## src/rtl/mbt_pkg.sv

```systemverilog
package mbt_pkg;
  typedef enum logic [1:0] {ST_IDLE, ST_WRITE, ST_READ, ST_DONE} mbt_state_e;
  localparam logic [2:0] CMD_WR = 3'b000;
  localparam logic [2:0] CMD_RD = 3'b001;
  localparam int unsigned NUM_RES = 5;
endpackage

```

## src/rtl/mbt_pattern.sv

```systemverilog
module mbt_pattern #(
  parameter int unsigned DATA_W = 128,
  parameter int unsigned IDX_W  = 17
) (
  input  logic [IDX_W-1:0]  idx_i,
  output logic [DATA_W-1:0] data_o
);
  localparam int unsigned LANES = DATA_W / 32;

  for (genvar j = 0; j < LANES; j++) begin : g_lane
    localparam logic [3:0] LANE_ID = 4'(j);
    assign data_o[32*j +: 32] = {LANE_ID, 28'(idx_i)};
  end
endmodule

```

## src/rtl/mbt_sat_cnt.sv

```systemverilog
module mbt_sat_cnt #(
  parameter int unsigned W = 32
) (
  input  logic         clk_i,
  input  logic         rst_ni,
  input  logic         clr_i,
  input  logic         inc_i,
  output logic [W-1:0] q_o
);
  localparam logic [W-1:0] MAX = '1;

  always_ff @(posedge clk_i or negedge rst_ni) begin
    if (!rst_ni)                   q_o <= '0;
    else if (clr_i)                q_o <= '0;
    else if (inc_i && q_o != MAX)  q_o <= q_o + 1'b1;
  end

  AST_CNT_SATURATES: assert property (@(posedge clk_i) disable iff (!rst_ni)
    (q_o == MAX && inc_i && !clr_i) |=> q_o == MAX);
endmodule

```

## src/rtl/mbt_wr_issue.sv

```systemverilog
module mbt_wr_issue #(
  parameter int unsigned NUM_WORDS = 65536,
  parameter int unsigned IDX_W     = 17
) (
  input  logic             clk_i,
  input  logic             rst_ni,
  input  logic             clr_i,
  input  logic             act_i,
  input  logic             cmd_rdy_i,
  input  logic             wd_rdy_i,
  output logic             cmd_en_o,
  output logic             wd_vld_o,
  output logic [IDX_W-1:0] idx_o,
  output logic             last_o
);
  logic [IDX_W-1:0] idx_q;
  logic cmd_sent_q, wd_sent_q, cmd_ok, wd_ok, word_done;

  assign cmd_en_o  = act_i & ~cmd_sent_q;
  assign wd_vld_o  = act_i & ~wd_sent_q;
  // command and data may complete in different cycles
  assign cmd_ok    = cmd_sent_q | (cmd_en_o & cmd_rdy_i);
  assign wd_ok     = wd_sent_q  | (wd_vld_o & wd_rdy_i);
  assign word_done = act_i & cmd_ok & wd_ok;
  assign last_o    = word_done & (idx_q == IDX_W'(NUM_WORDS - 1));
  assign idx_o     = idx_q;

  always_ff @(posedge clk_i or negedge rst_ni) begin
    if (!rst_ni) begin
      idx_q <= '0; cmd_sent_q <= 1'b0; wd_sent_q <= 1'b0;
    end else if (clr_i) begin
      idx_q <= '0; cmd_sent_q <= 1'b0; wd_sent_q <= 1'b0;
    end else if (word_done) begin
      idx_q <= idx_q + 1'b1; cmd_sent_q <= 1'b0; wd_sent_q <= 1'b0;
    end else if (act_i) begin
      cmd_sent_q <= cmd_ok; wd_sent_q <= wd_ok;
    end
  end

  AST_WR_CMD_HOLD: assert property (@(posedge clk_i) disable iff (!rst_ni)
    (cmd_en_o && !cmd_rdy_i) |=> (cmd_en_o && $stable(idx_q)));
  AST_WR_DATA_HOLD: assert property (@(posedge clk_i) disable iff (!rst_ni)
    (wd_vld_o && !wd_rdy_i) |=> (wd_vld_o && $stable(idx_q)));
endmodule

```

## src/rtl/mbt_rd_track.sv

```systemverilog
module mbt_rd_track #(
  parameter int unsigned NUM_WORDS = 65536,
  parameter int unsigned IDX_W     = 17,
  parameter int unsigned DATA_W    = 128,
  parameter bit          PIPELINED = 1'b1
) (
  input  logic              clk_i,
  input  logic              rst_ni,
  input  logic              clr_i,
  input  logic              act_i,
  input  logic              cmd_rdy_i,
  input  logic [DATA_W-1:0] rdata_i,
  input  logic              rdata_vld_i,
  output logic              cmd_en_o,
  output logic [IDX_W-1:0]  iss_idx_o,
  output logic              ret_o,
  output logic              miss_o,
  output logic              fin_o
);
  logic [IDX_W-1:0]  iss_q, ret_q, out_q;
  logic [DATA_W-1:0] exp_data;
  logic all_iss, gate, acc;

  assign all_iss = (iss_q == IDX_W'(NUM_WORDS));

  if (PIPELINED) begin : g_pipe
    assign gate = 1'b1;
  end else begin : g_single
    assign gate = (out_q == '0);
    AST_ONE_OUTSTANDING: assert property (@(posedge clk_i) disable iff (!rst_ni)
      out_q <= IDX_W'(1));
  end

  assign cmd_en_o  = act_i & ~all_iss & gate;
  assign acc       = cmd_en_o & cmd_rdy_i;
  assign ret_o     = act_i & rdata_vld_i;
  assign fin_o     = act_i & all_iss & (out_q == '0);
  assign iss_idx_o = iss_q;

  mbt_pattern #(.DATA_W(DATA_W), .IDX_W(IDX_W)) i_exp (.idx_i(ret_q), .data_o(exp_data));

  // returns arrive in issue order, so ret_q names the expected word
  assign miss_o = ret_o & (rdata_i != exp_data);

  always_ff @(posedge clk_i or negedge rst_ni) begin
    if (!rst_ni) begin
      iss_q <= '0; ret_q <= '0; out_q <= '0;
    end else if (clr_i) begin
      iss_q <= '0; ret_q <= '0; out_q <= '0;
    end else begin
      iss_q <= iss_q + IDX_W'(acc);
      ret_q <= ret_q + IDX_W'(ret_o);
      out_q <= out_q + IDX_W'(acc) - IDX_W'(ret_o);
    end
  end

  AST_RET_HAS_OWNER: assert property (@(posedge clk_i) disable iff (!rst_ni)
    ret_o |-> out_q != '0);
  AST_RD_CMD_HOLD: assert property (@(posedge clk_i) disable iff (!rst_ni)
    (cmd_en_o && !cmd_rdy_i) |=> (cmd_en_o && $stable(iss_q)));
endmodule

```

## src/rtl/mem_bw_tester.sv

```systemverilog
module mem_bw_tester
  import mbt_pkg::*;
#(
  parameter int unsigned NUM_WORDS     = 65536,
  parameter int unsigned DATA_W        = 128,
  parameter int unsigned ADDR_W        = 28,
  parameter int unsigned ADDR_INC_LOG2 = 3,
  parameter int unsigned CNT_W         = 32,
  parameter bit          PIPELINED     = 1'b1
) (
  input  logic              clk_i,
  input  logic              rst_ni,
  input  logic              calib_done_i,
  input  logic              start_i,
  output logic              cmd_en_o,
  output logic [2:0]        cmd_o,
  output logic [ADDR_W-1:0] cmd_addr_o,
  input  logic              cmd_rdy_i,
  output logic [DATA_W-1:0] wdata_o,
  output logic              wdata_vld_o,
  output logic              wdata_end_o,
  input  logic              wdata_rdy_i,
  input  logic [DATA_W-1:0] rdata_i,
  input  logic              rdata_vld_i,
  output logic              done_o,
  output logic [CNT_W-1:0]  wr_cycles_o,
  output logic [CNT_W-1:0]  wr_words_o,
  output logic [CNT_W-1:0]  rd_cycles_o,
  output logic [CNT_W-1:0]  rd_words_o,
  output logic [CNT_W-1:0]  err_cnt_o
);
  localparam int unsigned IDX_W = $clog2(NUM_WORDS + 1);

  mbt_state_e state_q;
  logic go, in_wr, in_rd;
  logic wr_cmd_en, wr_last, rd_cmd_en, rd_ret, rd_miss, rd_fin;
  logic [IDX_W-1:0] wr_idx, rd_idx;
  logic [NUM_RES-1:0] inc;
  logic [CNT_W-1:0]   res [NUM_RES];

  assign go    = (state_q == ST_IDLE || state_q == ST_DONE) && calib_done_i && start_i;
  assign in_wr = (state_q == ST_WRITE);
  assign in_rd = (state_q == ST_READ);

  always_ff @(posedge clk_i or negedge rst_ni) begin
    if (!rst_ni) state_q <= ST_IDLE;
    else if (go) state_q <= ST_WRITE;
    else begin
      case (state_q)
        ST_WRITE: if (wr_last) state_q <= ST_READ;
        ST_READ:  if (rd_fin)  state_q <= ST_DONE;
        default:  state_q <= state_q;
      endcase
    end
  end

  mbt_wr_issue #(.NUM_WORDS(NUM_WORDS), .IDX_W(IDX_W)) i_wr (
    .clk_i, .rst_ni, .clr_i(go), .act_i(in_wr),
    .cmd_rdy_i, .wd_rdy_i(wdata_rdy_i),
    .cmd_en_o(wr_cmd_en), .wd_vld_o(wdata_vld_o), .idx_o(wr_idx), .last_o(wr_last)
  );

  mbt_pattern #(.DATA_W(DATA_W), .IDX_W(IDX_W)) i_wpat (.idx_i(wr_idx), .data_o(wdata_o));

  mbt_rd_track #(.NUM_WORDS(NUM_WORDS), .IDX_W(IDX_W), .DATA_W(DATA_W),
                 .PIPELINED(PIPELINED)) i_rd (
    .clk_i, .rst_ni, .clr_i(go), .act_i(in_rd), .cmd_rdy_i,
    .rdata_i, .rdata_vld_i,
    .cmd_en_o(rd_cmd_en), .iss_idx_o(rd_idx), .ret_o(rd_ret), .miss_o(rd_miss), .fin_o(rd_fin)
  );

  assign wdata_end_o = wdata_vld_o;
  assign cmd_en_o    = wr_cmd_en | rd_cmd_en;
  assign cmd_o       = in_rd ? CMD_RD : CMD_WR;
  assign cmd_addr_o  = (in_rd ? ADDR_W'(rd_idx) : ADDR_W'(wr_idx)) << ADDR_INC_LOG2;
  assign done_o      = (state_q == ST_DONE);

  // result order: write cycles, write words, read cycles, read words, mismatches
  assign inc = {rd_miss, rd_ret, in_rd, wdata_vld_o & wdata_rdy_i, in_wr};

  for (genvar g = 0; g < NUM_RES; g++) begin : g_res
    mbt_sat_cnt #(.W(CNT_W)) i_cnt (
      .clk_i, .rst_ni, .clr_i(go), .inc_i(inc[g]), .q_o(res[g])
    );
  end

  assign wr_cycles_o = res[0];
  assign wr_words_o  = res[1];
  assign rd_cycles_o = res[2];
  assign rd_words_o  = res[3];
  assign err_cnt_o   = res[4];

  AST_IDLE_QUIET: assert property (@(posedge clk_i) disable iff (!rst_ni)
    !(in_wr || in_rd) |-> (!cmd_en_o && !wdata_vld_o));
  AST_NO_WDATA_IN_READ: assert property (@(posedge clk_i) disable iff (!rst_ni)
    in_rd |-> !wdata_vld_o);
  AST_RESULTS_HELD: assert property (@(posedge clk_i) disable iff (!rst_ni)
    (done_o && !go) |=> (done_o && $stable({wr_cycles_o, wr_words_o, rd_cycles_o,
                                            rd_words_o, err_cnt_o})));
endmodule

```

## config.mk

```make
export PLATFORM = sky130hd
export DESIGN_NAME = mem_bw_tester
export DESIGN_NICKNAME = d
export VERILOG_FILES = /design/src/rtl/mbt_pkg.sv /design/src/rtl/mbt_pattern.sv /design/src/rtl/mbt_sat_cnt.sv /design/src/rtl/mbt_wr_issue.sv /design/src/rtl/mbt_rd_track.sv /design/src/rtl/mem_bw_tester.sv
export SDC_FILE = /design/constraint.sdc
export NUM_CORES = 1
export LEC_CHECK = 0
export BUFFER_PORTS_ARGS = -buffer_cell sky130_fd_sc_hd__buf_2
export CAP_MARGIN = 0
export CORE_UTILIZATION = 49
export DETAILED_ROUTE_END_ITERATION = 10
export GPL_TIMING_DRIVEN = 0
export PLACE_DENSITY = 0.78
export SLEW_MARGIN = 20
export SYNTH_ARGS = -nofsm -noshare
export SYNTH_HDL_FRONTEND = slang
export SYNTH_HIERARCHICAL = 1
export SYNTH_SLANG_ARGS = --single-unit
export TNS_END_PERCENT = 1
```

## constraint.sdc

```tcl
create_clock -name clk_i -period 3 [get_ports clk_i]
set_input_delay 0.15 -clock clk_i [delete_from_list [all_inputs] [get_ports clk_i]]
set_output_delay 0.15 -clock clk_i [all_outputs]
set_load 0.01 [all_outputs]
```

# --- After elaboration in Yosys (flattened, before gate mapping) ---
# Index checks and enable logic that the tools add are counted.
op_classes:
  n_addsub: 10
  eq_ne: 13
  mux: 27
  bitwise: 19
  reduce_logical: 19
ops:
  columns: ["cell", "count"]
  rows:
  - ["32-bit 2-to-1 mux", 10]
  - ["32-bit by 1-bit adder with 32-bit output (second input constant)", 5]
  - ["32-bit inequality test (second input constant)", 5]
  - ["128-bit by 126-bit inequality test with 1-bit output", 1]
  - ["17-bit 2-to-1 mux", 6]
  - ["17-bit by 1-bit adder with 17-bit output", 3]
  - ["17-bit by 1-bit adder with 17-bit output (second input constant)", 1]
  - ["17-bit by 16-bit == test with 1-bit output (second input constant)", 1]
  - ["17-bit == test (second input constant)", 1]
  - ["17-bit logical NOT", 1]
  - ["17-bit by 1-bit subtractor with 17-bit output", 1]
  - ["1-bit bitwise AND", 13]
  - ["2-bit nonzero test", 6]
  - ["1-bit logical AND", 7]
  - ["1-bit 2-to-1 mux", 7]
  - ["2-bit 2-to-1 mux", 3]
  - ["3-bit nonzero test", 2]
  - ["2-bit == test (second input constant)", 2]
  - ["2-bit one-hot mux with 2 select lines", 1]
  - ["3-bit by 2-bit inequality test with 1-bit output (second input constant)", 1]
  - ["3-bit inequality test (second input constant)", 1]
  - ["1-bit NOT", 3]
  - ["1-bit bitwise OR", 3]
  - ["3-bit AND reduction", 1]
  - ["3 further kinds", 3]
word_totals:
  regBits: 232
  inputBits: 135

# --- Depth between registers and ports, before layout ---
logic_depth:
  word_depth: 10
  ltp_mapped: 15

# --- Hierarchy ---
# Netlist, hierarchy kept.
modules_own_cells:
  columns: ["mod", "n_inst", "cells_per_inst", "area_each_um2", "seq_area_each_um2"]
  rows:
  - ["mbt_sat_cnt", 5, 198, 1854.3, 800.8]
  - ["mbt_rd_track", 1, 494, 4466.8, 1276.2]
  - ["mbt_pattern", 2, 130, 968.4, 0.0]
  - ["mbt_wr_issue", 1, 103, 968.4, 475.5]
  - ["mem_bw_tester", 1, 54, 560.5, 50.0]

# --- Worst setup path before layout ---
# No wires, ideal clock.
synth_path:
  kind: "reg2reg"
  startpoint: "reg i_rd.iss_q[2] (netlist: i_rd/iss_idx_o[2])"
  endpoint: "reg i_rd.out_q[14]"
  arrival_ps: 3204
  required_time_ps: 2868
  path_slack_ps: -336
  path_stages_with_launch: 16
  path_buffers: 0
  cell_sequence: "dfrtp_1 or4_1 nor3_1 nand4_1 and2_1 nand2_1 ha_1 inv_1 ha_1 fa_1 a21oi_1 nor4b_1 o31a_4 a211oi_2 xor2_1 nor2_1"
synth_between:
  elab_chain_len: 7
synth_lines:
  columns: ["item", "line", "text"]
  rows:
  - ["start, declared", "mbt_rd_track.sv:20", "logic [IDX_W-1:0] iss_q, ret_q, out_q;"]
  - ["start signal, assigned", "mbt_rd_track.sv:51", "iss_q <= iss_q + IDX_W'(acc);"]
  - ["17-bit == test", "mbt_rd_track.sv:24", "assign all_iss = (iss_q == IDX_W'(NUM_WORDS));"]
  - ["1-bit NOT", "mbt_rd_track.sv:34", "assign cmd_en_o = act_i & ~all_iss & gate;"]
  - ["1-bit bitwise AND", "mbt_rd_track.sv:34", null]
  - ["net rd_cmd_en", "mem_bw_tester.sv:36", "logic wr_cmd_en, wr_last, rd_cmd_en, rd_ret, rd_miss, rd_fin;"]
  - ["1-bit bitwise AND", "mbt_rd_track.sv:35", "assign acc = cmd_en_o & cmd_rdy_i;"]
  - ["17-bit by 1-bit adder with 17-bit output", "mbt_rd_track.sv:53", "out_q <= out_q + IDX_W'(acc) - IDX_W'(ret_o);"]
  - ["17-bit by 1-bit subtractor with 17-bit output", "mbt_rd_track.sv:53", null]
  - ["17-bit 2-to-1 mux", "mbt_rd_track.sv:48", "end else if (clr_i) begin"]
  - ["end signal, assigned", "mbt_rd_track.sv:53", null]
  - ["end, declared", "mbt_rd_track.sv:20", null]
# The timed path passes the listed nets, and every way through them passes these cells.
# A chain may end at the register's enable or synchronous reset.

# --- Worst setup path in the final report ---
layout_path:
  startpoint: "reg i_rd.iss_q[4] (netlist: i_rd/iss_idx_o[4])"
  endpoint: "reg i_rd.out_q[16]"
# The elaborated chain is that of the path after synthesis.

==> parameters.txt <==
Parameter                              Value

Floorplan
  Die Footprint    35,900 um^2
  Starting Density    between 40% and 50%
  IO Count    roughly 460
  Core area    34,500 um^2
  Number of rows created at floorplan    68
  Height of the die    roughly 190 um
  Chip width    between 150 and 200 um

Logic synthesis
  Most used flip-flop cell after synthesis    dfrtp_1
  Yosys warns    6
  Post-Synthesis Cell Area    between 15,000 and 20,000 um^2
  Post-synthesis register bit count    232
  Number of enable-type register cells in the synthesized netlist    0
  FFs w/ async S/R, synth    100%
  Syn Area/Cell    9.05 um^2
  Post-synthesis cell type count    68
  Sequential-to-total area share from yosys stat    roughly a third
  Syn Inst Count    between 1,500 and 2,000

Setup path
  Element type at the critical path end    flop
  Cell repeated most along the worst path    ha_4
  Slowest stage delay, CP    0.53 ns
  Worst path slowest cell    or4_4
  Number of buffers and inverters on the critical path    1
  Crit Path Category    flop to flop
  Endpoint required time on the critical path    3.40 ns
  Critical path data arrival time    3.75 ns
  Kind of launch point of the worst setup path    flop
  Top cell family by delay on the critical path    simple AND/OR/NAND/NOR gates
  Cell Chain, Critical Path    or4_4, nor3_2, nand4_1, and2_4, nand2_4, ha_4, inv_2, ha_4, fa_2, a21oi_4, nor4b_4, o31a_4, a211oi_4, xnor2_1, nor2_1
  Largest fanout on the critical path    5

Power
  Areal power density over the cells    388 nW/um^2
  Flop pwr share    40.7%
  Switching power of the nets    ~2.2 mW
  P_leak    11.0 nW
  Switching Fraction    26.6%
  Total internal power    6.18 mW
  Part of the power in the clock network    41.8%
  Relative contribution of combinational cells to total power    approximately 18%
  Peak supply drop    ~0.43 mV

STA
  Worst Hold Slack    0.190 ns
  Worst max-slew margin expressed relative to the limit    between 40% and 50%
  Slew Viols, Final    0
  Ratio of final minimum period to clock period    112%
  Final period demand of the worst path    3.35 ns
  Maximum clock frequency    298 MHz
  Setup TNS    -2.71 ns
  # setup viols final    14
  Worst Slack Setup Final    -0.354 ns
  Transition time at the pin with the least slew margin    0.771 ns
  Total count of hold-check failures in the final report    0
  Layout Skew    0.0191 ns
  Unrepaired setup endpoints after global routing    yes

CTS
  Clock Path Buffers    3
  CTS tree    yes
  Worst skew pair latency    between 0.5 and 0.6 ns
  CTS H-tree lvls    1
  Number of clock buffers inserted by TritonCTS    27
  Clock slew at reported path FFs    0.06 ns
  Num Clock Sinks    232
  Buffer type at the clock tree root    clkbuf_16

Routing
  Post-route ant nets    0
  Vias after detailed routing    15,100
  DRT iter0 DRCs    801
  Iteration count of the initial detailed-routing pass    5
  Number of remaining DRC errors    0
  Total Wirelength    48,000 um
  Via density per instance    5.14
  Routed WL per cell    about 16 um

Final layout
  Number of nets at the end of the flow    2,639
  Utilization of the core after routing    62.7%
  Fill cell count    2,917
  Layout cell share with drive strength beyond 1    35.8%
  Leading cell type in the layout, fill and taps excluded    buf_2
  Top library cells by usage in the layout, fill and taps aside    392 x buf_2, 283 x buf_4, 220 x dfrtp_1
  Layout-stage area growth over the synthesis result    25.9%

Global routing
  Pin count of the biggest net entering global routing    92
  Total track usage    roughly a quarter
  Number of global-route vias before repair    14,700
  First-pass GRT wire length    76,000 um
  Total congestion overflow    0
  Antenna violations before repair    2

Hold path
  Worst hold path type    primary input to async pin

Placement
  Port Buf Inserts    between 300 and 400
  HPWL after detailed placement    between 30,000 and 40,000 um
  GPL Wtd Cong    around 0.94

Status
  Failing checks    setup timing
  Result of the run    complete, but fails checks

Flow run
  Maximum Capacitance Violations    0
==> power by group through the flow <==
stage / sequential [mW] / combinational, mW / clock (mW)
2_1_floorplan: 3.43 / 0.909 / 0
3_3_place_gp: 3.47 / 1.41 / 0
3_5_place_dp: 3.48 / 1.45 / 0
4_1_cts: 3.42 / 1.47 / 3.61
5_1_grt: 3.44 / 1.59 / 3.71
6_report: 3.42 / 1.47 / 3.52
==> per-stage QoR <==
stage               instance area [um^2]  power, mW  std cells  worst slack (ns)
global route                       21700       8.75       2940            -0.454
CTS                                21600       8.50       2939            -0.429
finish                             21700       8.41       2941            -0.354
global placement                   20200       4.89       2868             -2.46
detailed placement                 20300       4.93       2870            -0.880
floorplan                          17700       4.33       2029            -0.149
==> sequential cells by signal (all words and copies together), names as in the netlist <==
| signal | cells |
|---|---|
| g_res.i_cnt/q_o | 160 |
| i_rd/iss_idx_o | 17 |
| i_rd/out_q | 17 |
| i_rd/ret_q | 17 |
| i_wr/idx_o | 17 |
| state_q | 2 |
| i_wr/cmd_sent_q | 1 |
| i_wr/wd_sent_q | 1 |
==> Yosys cell counts, types with 6 or more instances <==
cell,instances,area [um^2]
nor4_1,61,382
nand2_1,73,274
nand3_1,83,415
xnor2_1,74,648
buf_4,276,2070
and2_1,20,125
o31ai_1,15,113
mux2_2,33,372
and3_1,44,275
nor3_1,30,150
nand4_1,47,294
nand2b_1,16,100
a31o_2,10,87.6
nand4b_1,6,52.6
and3_4,6,67.6
or4_1,16,120
a21o_1,17,128
mux2_4,15,225
clkbuf_1,29,109
ha_1,39,488
xor2_1,172,1510
buf_2,10,50.1
a211oi_1,30,225
inv_1,66,248
and4_1,6,52.6
dfrtp_1,232,5810
or3_1,32,200
nor4_2,10,125
nor2_1,193,724
a21oi_1,74,370
a31oi_1,9,56.3
o21ai_0,33,165
nor2b_1,42,263
==> worst register-to-register path, cell delays in order, from the launching register on <==
cell      delay (ns)
dfrtp_1         0.39
or4_4           0.53
nor3_2          0.14
nand4_1         0.16
and2_4          0.20
nand2_4         0.07
ha_4            0.12
inv_2           0.04
ha_4            0.15
fa_2            0.37
a21oi_4         0.17
nor4b_4         0.07
o31a_4          0.34
a211oi_4        0.25
xnor2_1         0.15
nor2_1          0.06
==> logic make-up (layout without fill, tap and decap cells) <==
kind of cell / Yosys count / count (layout) / synth area share, %
mux: 53 / 53 / 3.76
compound gates: 223 / 223 / 9.00
buf+inv: 383 / 838 / 14.6
fa+ha+maj: 40 / 40 / 2.95
flops: 232 / 232 / 33.7
other cells: 5 / 135 / 0.109
simple gates: 719 / 719 / 23.3
xor+xnor: 246 / 246 / 12.5
==> timing repair <==
action	4_1_cts	5_1_grt
pin swaps	16	7
endpoints found under the hold margin	91	0
buffers inserted	16	0
resized for setup	51	14
setup endpoints to repair	63	37
hold buffers	4	0
==> metal layers <==
metal / vias to the layer above / share of wire (%) / track usage, %
met2: 476 / 48 / 45.3
met4: 0 / 3.0 / 8.62
met3: 89 / 8.8 / 7.45
met1: 7213 / 40 / 30.8
met5: - / 0 / 0
li1: 7348 / - / -
==> area by class of cell <==
class / count / area, um^2 / share of cell area [%]
inverter: 66 / 248 / 1.14
timing repair buffer: 406 / 2170 / 10.0
clock inverter: 10 / 161 / 0.745
sequential: 232 / 5820 / 26.9
buffer: 317 / 2280 / 10.5
multi-input combinational: 1414 / 9620 / 44.4
antenna: 2 / 5.00 / 0.0231
tap: 455 / 569 / 2.63
clock buffer: 39 / 791 / 3.65
==> worst paths after layout <==
kind	from	endpoint	slack, ns	cells after the start
max	i_rd/iss_idx_o[4]$_DFF_PN0_	i_rd/out_q[16]$_DFF_PN0_	-0.35	15
min	rst_ni	g_res[1].i_cnt/q_o[27]$_DFFE_PN0P_	0.19	2
max reg2reg	i_rd/iss_idx_o[4]$_DFF_PN0_	i_rd/out_q[16]$_DFF_PN0_	-0.35	15
min reg2reg	i_rd/iss_idx_o[16]$_DFF_PN0_	i_rd/iss_idx_o[16]$_DFF_PN0_	0.58	2
max in group asynchronous	rst_ni	i_rd/ret_q[5]$_DFF_PN0_	1.90	3
min in group clk_i	cmd_rdy_i	i_rd/iss_idx_o[0]$_DFF_PN0_	0.21	5
No activity file was read; power rests on OpenSTA's default activity.
